### src/rtl/sprog_pkg.sv
package sprog_pkg;

    typedef enum logic [1:0] {
        ST_HOLD   = 2'd0,
        ST_LOCKED = 2'd1,
        ST_ACTIVE = 2'd2
    } sprog_state_e;

endpackage

### src/rtl/sprog_sampler.sv
module sprog_sampler #(
    parameter int SYNC_STAGES = 2
) (
    input  logic clk,
    input  logic rst_n,
    input  logic hold_a,
    input  logic sck_a,
    input  logic mosi_a,
    output logic hold_s,
    output logic mosi_s,
    output logic sck_rise,
    output logic sck_fall
);
    localparam int LAST = SYNC_STAGES - 1;
    localparam logic [2:0] RST_VAL = 3'b100;   // {hold, mosi, sck}: hold asserted

    logic [2:0] stg_q [SYNC_STAGES];
    logic       sck_prev_q;

    always_ff @(posedge clk or negedge rst_n) begin
        if (!rst_n) begin
            for (int i = 0; i < SYNC_STAGES; i++) stg_q[i] <= RST_VAL;
            sck_prev_q <= 1'b0;
        end else begin
            stg_q[0] <= {hold_a, mosi_a, sck_a};
            for (int i = 1; i < SYNC_STAGES; i++) stg_q[i] <= stg_q[i-1];
            sck_prev_q <= stg_q[LAST][0];
        end
    end

    assign hold_s   = stg_q[LAST][2];
    assign mosi_s   = stg_q[LAST][1];
    assign sck_rise =  stg_q[LAST][0] & ~sck_prev_q;
    assign sck_fall = ~stg_q[LAST][0] &  sck_prev_q;

endmodule

### src/rtl/sprog_shifter.sv
module sprog_shifter #(
    parameter int BYTE_W      = 8,
    parameter int FRAME_BYTES = 4,
    localparam int BIT_W      = $clog2(BYTE_W),
    localparam int IDX_W      = $clog2(FRAME_BYTES)
) (
    input  logic                                  clk,
    input  logic                                  rst_n,
    input  logic                                  clr,
    input  logic                                  rise,
    input  logic                                  fall,
    input  logic                                  mosi,
    input  logic                                  use_rd,
    input  logic [BYTE_W-1:0]                     rd_data,
    output logic                                  byte_done,
    output logic                                  frame_done,
    output logic [IDX_W-1:0]                      byte_idx,
    output logic [FRAME_BYTES-1:0][BYTE_W-1:0]    frame_q,
    output logic                                  miso
);
    localparam logic [BIT_W-1:0] BIT_LAST = BIT_W'(BYTE_W - 1);
    localparam logic [IDX_W-1:0] IDX_LAST = IDX_W'(FRAME_BYTES - 1);

    logic [BIT_W-1:0]  bit_q;
    logic [IDX_W-1:0]  byte_q;
    logic [BYTE_W-2:0] rx_q;
    logic [BYTE_W-1:0] tx_q;
    logic [BYTE_W-1:0] tx_next;
    logic              pend_q;

    assign byte_done  = rise && (bit_q == BIT_LAST);
    assign frame_done = byte_done && (byte_q == IDX_LAST);
    assign byte_idx   = byte_q;
    assign miso       = tx_q[BYTE_W-1];

    // byte_q already points at the next byte when the load happens
    always_comb begin
        if (byte_q == '0)
            tx_next = '0;
        else if (byte_q == IDX_LAST && use_rd)
            tx_next = rd_data;
        else
            tx_next = frame_q[byte_q - 1'b1];
    end

    always_ff @(posedge clk or negedge rst_n) begin
        if (!rst_n) begin
            bit_q   <= '0;
            byte_q  <= '0;
            rx_q    <= '0;
            tx_q    <= '0;
            pend_q  <= 1'b0;
            frame_q <= '0;
        end else if (clr) begin
            bit_q  <= '0;
            byte_q <= '0;
            tx_q   <= '0;
            pend_q <= 1'b0;
        end else begin
            if (rise) begin
                rx_q  <= {rx_q[BYTE_W-3:0], mosi};
                bit_q <= (bit_q == BIT_LAST) ? '0 : bit_q + 1'b1;
                if (bit_q == BIT_LAST) begin
                    frame_q[byte_q] <= {rx_q, mosi};
                    byte_q          <= (byte_q == IDX_LAST) ? '0 : byte_q + 1'b1;
                    pend_q          <= 1'b1;
                end
            end
            if (fall) begin
                if (pend_q) begin
                    tx_q   <= tx_next;
                    pend_q <= 1'b0;
                end else begin
                    tx_q <= {tx_q[BYTE_W-2:0], 1'b0};
                end
            end
        end
    end

endmodule

### src/rtl/sprog_ctrl.sv
module sprog_ctrl
    import sprog_pkg::*;
#(
    parameter int              BYTE_W  = 8,
    parameter int              IDX_W   = 2,
    parameter logic [IDX_W-1:0] RD_IDX = 2'd2,
    parameter logic [BYTE_W-1:0] EN_OP  = 8'hAC,
    parameter logic [BYTE_W-1:0] EN_KEY = 8'h53
) (
    input  logic              clk,
    input  logic              rst_n,
    input  logic              hold_s,
    input  logic              byte_done,
    input  logic              frame_done,
    input  logic [IDX_W-1:0]  byte_idx,
    input  logic [BYTE_W-1:0] op_byte,
    input  logic [BYTE_W-1:0] key_byte,
    output sprog_state_e      state,
    output logic              use_rd,
    output logic              cmd_valid,
    output logic              rd_req
);
    sprog_state_e state_q, state_d;

    always_ff @(posedge clk or negedge rst_n) begin
        if (!rst_n) state_q <= ST_HOLD;
        else        state_q <= state_d;
    end

    always_comb begin
        state_d = state_q;
        unique case (state_q)
            ST_HOLD:   if (!hold_s) state_d = ST_LOCKED;              // release
            ST_LOCKED: if (frame_done && op_byte == EN_OP && key_byte == EN_KEY)
                           state_d = ST_ACTIVE;                       // unlock
            ST_ACTIVE: state_d = ST_ACTIVE;
            default:   state_d = ST_HOLD;
        endcase
        if (hold_s) state_d = ST_HOLD;                                // hold
    end

    always_ff @(posedge clk or negedge rst_n) begin
        if (!rst_n) begin
            cmd_valid <= 1'b0;
            rd_req    <= 1'b0;
        end else begin
            cmd_valid <= !hold_s && state_q == ST_ACTIVE && frame_done;
            rd_req    <= !hold_s && state_q == ST_ACTIVE && byte_done && byte_idx == RD_IDX;
        end
    end

    assign state  = state_q;
    assign use_rd = (state_q == ST_ACTIVE);

endmodule

### src/rtl/sprog_if.sv
module sprog_if
    import sprog_pkg::*;
#(
    parameter int                BYTE_W      = 8,
    parameter int                FRAME_BYTES = 4,
    parameter int                SYNC_STAGES = 2,
    parameter logic [BYTE_W-1:0] EN_OP       = 8'hAC,
    parameter logic [BYTE_W-1:0] EN_KEY      = 8'h53
) (
    input  logic              clk,
    input  logic              rst_n,
    input  logic              prog_hold,
    input  logic              sck,
    input  logic              mosi,
    output logic              miso,
    input  logic [BYTE_W-1:0] rd_data,
    output logic              rd_req,
    output logic              cmd_valid,
    output logic [BYTE_W-1:0] cmd_op,
    output logic [BYTE_W-1:0] cmd_addr_hi,
    output logic [BYTE_W-1:0] cmd_addr_lo,
    output logic [BYTE_W-1:0] cmd_data
);
    localparam int IDX_W = $clog2(FRAME_BYTES);
    localparam logic [IDX_W-1:0] RD_IDX = IDX_W'(FRAME_BYTES - 2);

    logic                               hold_s, mosi_s, sck_rise, sck_fall;
    logic                               byte_done, frame_done, use_rd;
    logic [IDX_W-1:0]                   byte_idx;
    logic [FRAME_BYTES-1:0][BYTE_W-1:0] frame_q;
    sprog_state_e                       state;

    sprog_sampler #(.SYNC_STAGES(SYNC_STAGES)) u_sampler (
        .clk(clk), .rst_n(rst_n),
        .hold_a(prog_hold), .sck_a(sck), .mosi_a(mosi),
        .hold_s(hold_s), .mosi_s(mosi_s),
        .sck_rise(sck_rise), .sck_fall(sck_fall)
    );

    sprog_shifter #(.BYTE_W(BYTE_W), .FRAME_BYTES(FRAME_BYTES)) u_shifter (
        .clk(clk), .rst_n(rst_n), .clr(hold_s),
        .rise(sck_rise), .fall(sck_fall), .mosi(mosi_s),
        .use_rd(use_rd), .rd_data(rd_data),
        .byte_done(byte_done), .frame_done(frame_done),
        .byte_idx(byte_idx), .frame_q(frame_q), .miso(miso)
    );

    sprog_ctrl #(
        .BYTE_W(BYTE_W), .IDX_W(IDX_W), .RD_IDX(RD_IDX),
        .EN_OP(EN_OP), .EN_KEY(EN_KEY)
    ) u_ctrl (
        .clk(clk), .rst_n(rst_n), .hold_s(hold_s),
        .byte_done(byte_done), .frame_done(frame_done), .byte_idx(byte_idx),
        .op_byte(frame_q[0]), .key_byte(frame_q[1]),
        .state(state), .use_rd(use_rd),
        .cmd_valid(cmd_valid), .rd_req(rd_req)
    );

    assign cmd_op      = frame_q[0];
    assign cmd_addr_hi = frame_q[1];
    assign cmd_addr_lo = frame_q[2];
    assign cmd_data    = frame_q[FRAME_BYTES-1];

endmodule

### config.mk
export PLATFORM = sky130hd
export DESIGN_NAME = sprog_if
export DESIGN_NICKNAME = d
export VERILOG_FILES = /design/src/rtl/sprog_pkg.sv /design/src/rtl/sprog_sampler.sv /design/src/rtl/sprog_shifter.sv /design/src/rtl/sprog_ctrl.sv /design/src/rtl/sprog_if.sv
export SDC_FILE = /design/constraint.sdc
export NUM_CORES = 1
export LEC_CHECK = 0
export BUFFER_PORTS_ARGS = -buffer_cell sky130_fd_sc_hd__clkbuf_2
export CORE_MARGIN = 5
export CORE_UTILIZATION = 58
export CTS_BUF_LIST = sky130_fd_sc_hd__clkbuf_2 sky130_fd_sc_hd__clkbuf_4 sky130_fd_sc_hd__clkbuf_8
export DETAILED_ROUTE_END_ITERATION = 16
export PLACE_DENSITY = 0.94
export SYNTH_ARGS = -nofsm -noshare
export SYNTH_HDL_FRONTEND = slang
export SYNTH_SLANG_ARGS = --single-unit
### constraint.sdc
create_clock -name clk -period 2.5 [get_ports clk]
set_input_delay 0.375 -clock clk [delete_from_list [all_inputs] [get_ports clk]]
set_output_delay 0.375 -clock clk [all_outputs]
set_load 0.1 [all_outputs]
==> impl_metrics.ini, run 1 <==
[outcome]
status = finished, final reports clean

[global_route]
grt_util_met2_pct = 37.1
grt_pass1_vias = 2246
met3_usage_pct = 4.50
grt_max_degree = 65
antenna_found_initial = 0
grtUsageTotal_pct = 23.9
grt_pass1_wl_um = 11500
overflow = 0
gr-usage-met1_pct = 31.1
grt_busiest_layer = met2

[cts]
holdBufCountCts = 0
clkLatencyLatePin_ns = 0.34
cts_tree = built
root_buffer = clkbuf_8
post_cts_resize_count = 0
cts-buffers-inserted = 9
clk_pin_slew_ns = 0.08
htreeDepth = 3
clock_path_buffers = 2
post-cts-setup-buffers = 0
cts.sinks = 64

[logic_synthesis]
synth_ff_type = dfrtp_1
syn_area_per_cell_um2 = 13.4
syn_inst = 223
yosysUniqueCellTypes = 36
syn-cell-area_um2 = 2980
synth_area_leaders = dfrtp_1, mux2_2, mux4_2, ha_1, a211o_1
synth_edf_count = 0
synth-warning-count = 0
async_flop_share_pct = 100
ys_seq_area_share_pct = 53.8
synth_common_cells = dfrtp_1, mux2_2, nand2_1
synth.most_common_cell = dfrtp_1
syn_nets = 245
yosysTopAreaCell = dfrtp_1
synth.top_cell.area_share_pct = 52.0
ys_ff_latch = 64

[routing]
totalWireLength_um = 6820
drt_pass1_iterations = 4
first_iter_violations = 178
viasPerCell = 5.73
routedWlPerCell_um = 19.4
route.detailed.drc = 0
vias = 2016
antenna_left = 0

[min_path]
min_path_type = in2reg

[run]
drv_cap = 0

[timing]
max-slew-margin-rel_pct = 47.3
fin_worst_skew_ns = 0.00786
fmax_mhz = 513
finalCritPeriodShare_pct = 78.0
hold_violations = 0
slew_violations = 0
rsz0062_at_grt = no
finalSetupTns_ns = 0
worst_slew_pin_slew_ns = 0.791
fin_crit_ns = 1.95
setup_viol = 0

[floorplan]
die_h_um = 81.7
start_util_pct = 59.2
rows = 26
die-width_um = 81.7
ios = 48
core-area_um2 = 5040
dieArea_um2 = 6680

[critical_path]
crit_buf_inv = 1
crit_slowest_cell = ha_1
crit_required_ns = 2.73
critical_path_class = reg2reg
critical_path.startpoint_type = flop
cp_top_family = adder cells
cp-end-kind = flop
path_cells = inv_1 > ha_1 > mux4_2 > nor2b_1 > a211o_1
critPathArrivalTime_ns = 2.17
crit_path_max_fanout = 9
cpPeakStageDelay_ns = 0.54

[layout]
fillers = 333
multiInputGateArea_um2 = 1330
nNetsFinal = 299
syn_to_final_growth_pct = 17.7
drive_gt1_share_pct = 44.3
seq_area_um2 = 1600
antenna_cells = 0

[power]
power.density_nw_per_um2 = 670
power_mw = 2.35
ir_drop_uv = 697
leakage_nw = 1.79

[placement]
hpwl_um = 4540
port_buffers = 47
gp_congestion = 0.805
==> power breakdown <==
| group | switching, mW | total, mW | internal [mW] |
|---|---|---|---|
| combinational | 0.0844 | 0.172 | 0.0871 |
| sequential | 0.0975 | 1.20 | 1.10 |
| clock | 0.419 | 0.982 | 0.562 |
==> state kept, by name, summed over array words and instances (netlist names) <==
signal,flops
u_ctrl.rd_req,1
u_sampler.sck_prev_q,1
u_shifter.rx_q,7
u_shifter.pend_q,1
u_shifter.byte_idx,2
u_ctrl.state,2
u_sampler.stg_q,4
u_sampler.mosi_s,1
u_shifter.tx_q,8
u_sampler.hold_s,1
u_shifter.bit_q,3
u_ctrl.cmd_valid,1
u_shifter.frame_q,32
==> path summary, 6_finish.rpt <==
path | from | to | slack (ns) | depth (start not counted)
worst max-delay path | u_shifter.byte_idx[1] | u_shifter.tx_q[6] | 0.55 | 5
worst min-delay path | prog_hold | u_sampler.stg_q[5] | 0.11 | 1
worst max register to register | u_shifter.byte_idx[1] | u_shifter.tx_q[6] | 0.55 | 5
worst min register to register | u_sampler.stg_q[3] | u_sampler.stg_q[0] | 0.35 | 0
max in group asynchronous | rst_n | u_shifter.frame_q[28] | 1.78 | 2
min in group asynchronous | rst_n | u_shifter.frame_q[21] | 0.18 | 2
==> routing by layer <==
metal | routed length [µm] | up-vias
met5 | 0 | -
met4 | 231 | 0
met3 | 424 | 19
met2 | 3350 | 93
met1 | 2820 | 989
li1 | - | 915
==> worst reg2reg max path, cell delays in order, from the launching register on <==
cell	delay, ns
dfrtp_1	0.41
inv_1	0.09
ha_1	0.54
mux4_2	0.37
nor2b_1	0.14
a211o_1	0.27
==> area by class of cell <==
cell class / count / area share, %
Clock buffer: 9 / 3.53
Clock inverter: 7 / 2.71
Inverter: 4 / 0.428
Multi-Input combinational cell: 148 / 37.8
Sequential cell: 64 / 45.7
Tap cell: 70 / 2.49
Timing Repair Buffer: 50 / 7.34
==> kinds of logic after synthesis <==
family / synth area share, %
flops: 53.8
mux: 21.4
simple gates: 13.8
compound gates: 5.45
fa+ha+maj: 3.78
buf+inv: 1.72
==> placed cells by master, fill, tap and decap left out, drive strengths merged <==
cell,Yosys,final
a211o,8,8
a21oi,12,12
and3,2,2
buf,4,3
bufinv,0,2
clkbuf,3,56
clkinv,0,3
clkinvlp,0,1
dfrtp,62,62
dfstp,2,2
ha,9,9
inv,4,5
mux2,39,39
mux2i,2,2
mux4,8,8
nand2,17,17
nand2b,4,4
nand3,1,1
nand3b,8,8
nand4,1,1
nand4b,1,1
nand4bb,1,1
nor2,12,12
nor2b,10,10
nor3,4,4
nor3b,2,2
nor4,1,1
o211ai,2,2
o22a,2,2
or3b,1,1
or4b,1,1
==> per-stage QoR <==
stage               cell area (µm²)  instances  utilization, %  setup WS [ns]  hold WS, ns
finish                         3510        352            69.6          0.551        0.106
global placement               3290        336            65.3          0.632        0.335
floorplan                      2980        223               -          0.469       0.0794
global route                   3510        352            69.6          0.468        0.105
CTS                            3510        352            69.6          0.542        0.103
detailed placement             3290        336            65.3          0.550        0.336
No activity file was read; power rests on OpenSTA's default activity.
==> inputs of run 2 (changes only) <==
--- a/config.mk
+++ b/config.mk
@@ -7,10 +7,10 @@
 export LEC_CHECK = 0
 export BUFFER_PORTS_ARGS = -buffer_cell sky130_fd_sc_hd__clkbuf_2
 export CORE_MARGIN = 5
-export CORE_UTILIZATION = 58
+export CORE_UTILIZATION = 53
 export CTS_BUF_LIST = sky130_fd_sc_hd__clkbuf_2 sky130_fd_sc_hd__clkbuf_4 sky130_fd_sc_hd__clkbuf_8
 export DETAILED_ROUTE_END_ITERATION = 16
-export PLACE_DENSITY = 0.94
+export PLACE_DENSITY = 0.91
 export SYNTH_ARGS = -nofsm -noshare
 export SYNTH_HDL_FRONTEND = slang
 export SYNTH_SLANG_ARGS = --single-unit
==> constraint.sdc (replaced) <==
create_clock -name clk -period 1.67 [get_ports clk]
set_input_delay 0.2505 -clock clk [delete_from_list [all_inputs] [get_ports clk]]
set_output_delay 0.2505 -clock clk [all_outputs]
set_load 0.1 [all_outputs]
==> run 2 against run 1 <==
The flow now finishes with violations (negative setup slack). Global-route usage shrank 2.9 points. Hold slack lost 0.080 ns. Register-to-register slack got worse by 0.61 ns. Sequential power rose by 48%. First-iteration DRC count down 32%. Cell count increased by 6.5%. Critical endpoint is now u_shifter.tx_q[4].
==> impl_metrics.ini, run 2 (same netlist as run 1, synthesis figures left out) <==
[placement]
port_buffers = 47
gp_congestion = 0.823
hpwl_um = 4790
place_area_um2 = 3440

[layout]
layout_common_cells = clkbuf_2, mux2_2, dfrtp_1
final_area_um2 = 3860
largest_reg_flops = 32
final_common_cell = clkbuf_2
utilization_pct = 70.5
reg_top3 = u_shifter.frame_q: 32 flops, u_shifter.tx_q: 8 flops, u_shifter.rx_q: 7 flops
nNetsFinal = 320
syn_to_final_growth_pct = 29.4
drive_gt1_share_pct = 60.1
antenna_cells = 0
largest-register = u_shifter.frame_q

[min_path]
hold_depth = 1
hp-start = sck
min_path_type = in2reg
hold_path_end = u_sampler.stg_q[3]

[critical_path]
critical_path.startpoint_type = flop
critical_path_class = reg2reg
rrSetupSlack_ns = -0.05
crit_required_ns = 1.90
critPathArrivalTime_ns = 1.95
r2r_end = u_shifter.tx_q[4]
crit_path_max_fanout = 5
crit-reg2reg-launch = u_shifter.byte_idx[0]
r2r_cells = 6
cp-end-kind = flop

[timing]
fin_crit_ns = 1.72
rsz0062_at_grt = yes
whs_ns = 0.0267
max-slew-margin-rel_pct = 62.6
fin_worst_skew_ns = 0.00701
finalCritPeriodShare_pct = 103
slew_violations = 0
hold_violations = 0
setup_viol = 31
fmax_mhz = 580
worst_slack_ns = -0.0541
worst_slew_pin_slew_ns = 0.563

[routing]
viasPerCell = 5.75
totalWireLength_um = 7640
first_iter_violations = 121
routedWlPerCell_um = 20.4
route.detailed.drc = 0
wl_met2_um = 3910
antenna_left = 0
drt_pass1_iterations = 4
vias = 2157
wl_met1_um = 3060
wl_met3_um = 463
top_layer = met4

[cts]
htreeDepth = 3
cts-buffers-inserted = 9
clock_path_buffers = 2
clk_pin_slew_ns = 0.07
cts_tree = built
clkLatencyLatePin_ns = 0.35
cts.sinks = 64
root_buffer = clkbuf_8

[power]
leakage_nw = 1.87
power.density_nw_per_um2 = 894
ir_drop_uv = 748

[floorplan]
die_h_um = 85.0
start_util_pct = 54.5
rows = 27
ios = 48
die-width_um = 85.0
core-area_um2 = 5470
dieArea_um2 = 7230

[global_route]
grtUsageTotal_pct = 21.0
grt_pass1_vias = 2248
grt_max_degree = 65
grt_pass1_wl_um = 11600
overflow = 0
antenna_found_initial = 0

[outcome]
violations = negative setup slack
status = finished, violations left

[run]
drv_cap = 0
==> run 2: area by class of cell <==
cell class	instances	area [µm²]
flip-flops and latches	64	1640
multi-input cells	148	1460
inverters	4	17.5
well taps	72	90.1
clock inverters	3	42.5
repair buffers	71	455
fillers	366	1610
clock buffers	13	160
==> run 2: routing by layer <==
metal | vias up | global-route usage, %
met5 | - | 0
met3 | 20 | 6.89
met1 | 1084 | 26.2
met2 | 88 | 34.3
met4 | 0 | 7.63
li1 | 965 | -
==> run 2: repair_timing <==
action,4_1_cts,5_1_grt
hold endpoints to repair,64,0
resized for setup,3,27
buffers inserted,0,6
cloned,0,0
hold buffers,3,0
setup endpoints to repair,40,42
pin swaps,0,4
==> run 2: how the worst max path moves through the flow <==
stage | from | end | slack [ns] | depth (start not counted)
floorplan | u_shifter.frame_q[7] | u_ctrl.state[0] | -0.08 | 3
global placement | u_shifter.bit_q[0] | u_shifter.frame_q[29] | 0.003 | 6
detailed placement | u_shifter.bit_q[0] | u_shifter.frame_q[31] | -0.03 | 6
CTS | u_shifter.bit_q[1] | u_shifter.frame_q[11] | -0.06 | 6
global route | u_shifter.byte_idx[1] | u_shifter.tx_q[4] | -0.11 | 6
finish | u_shifter.byte_idx[0] | u_shifter.tx_q[4] | -0.05 | 6
==> run 2: report_power, final <==
group          leakage [nW]  internal, mW  switching [mW]
registers             0.818          1.65           0.133
clock network         0.104         0.778           0.575
logic                 0.943         0.154           0.161
total                  1.87          2.58           0.868
==> run 2: worst max-delay path: stages (launching register included) <==
cell     delay [ns]
dfrtp_2        0.44
inv_4          0.06
ha_4           0.29
buf_12         0.11
mux4_2         0.30
nor2b_1        0.17
a211o_1        0.23
==> run 2: through the flow <==
stage | worst slack [ns] | setup TNS (ns) | total power [mW] | instances
after floorplan | -0.0828 | -0.828 | 1.94 | 223
after global placement | 0.00334 | 0 | 2.05 | 350
after detailed placement | -0.0263 | -0.314 | 2.08 | 350
after CTS | -0.0597 | -0.980 | 3.44 | 369
after global routing | -0.110 | -2.70 | 3.58 | 375
final | -0.0541 | -0.773 | 3.45 | 375
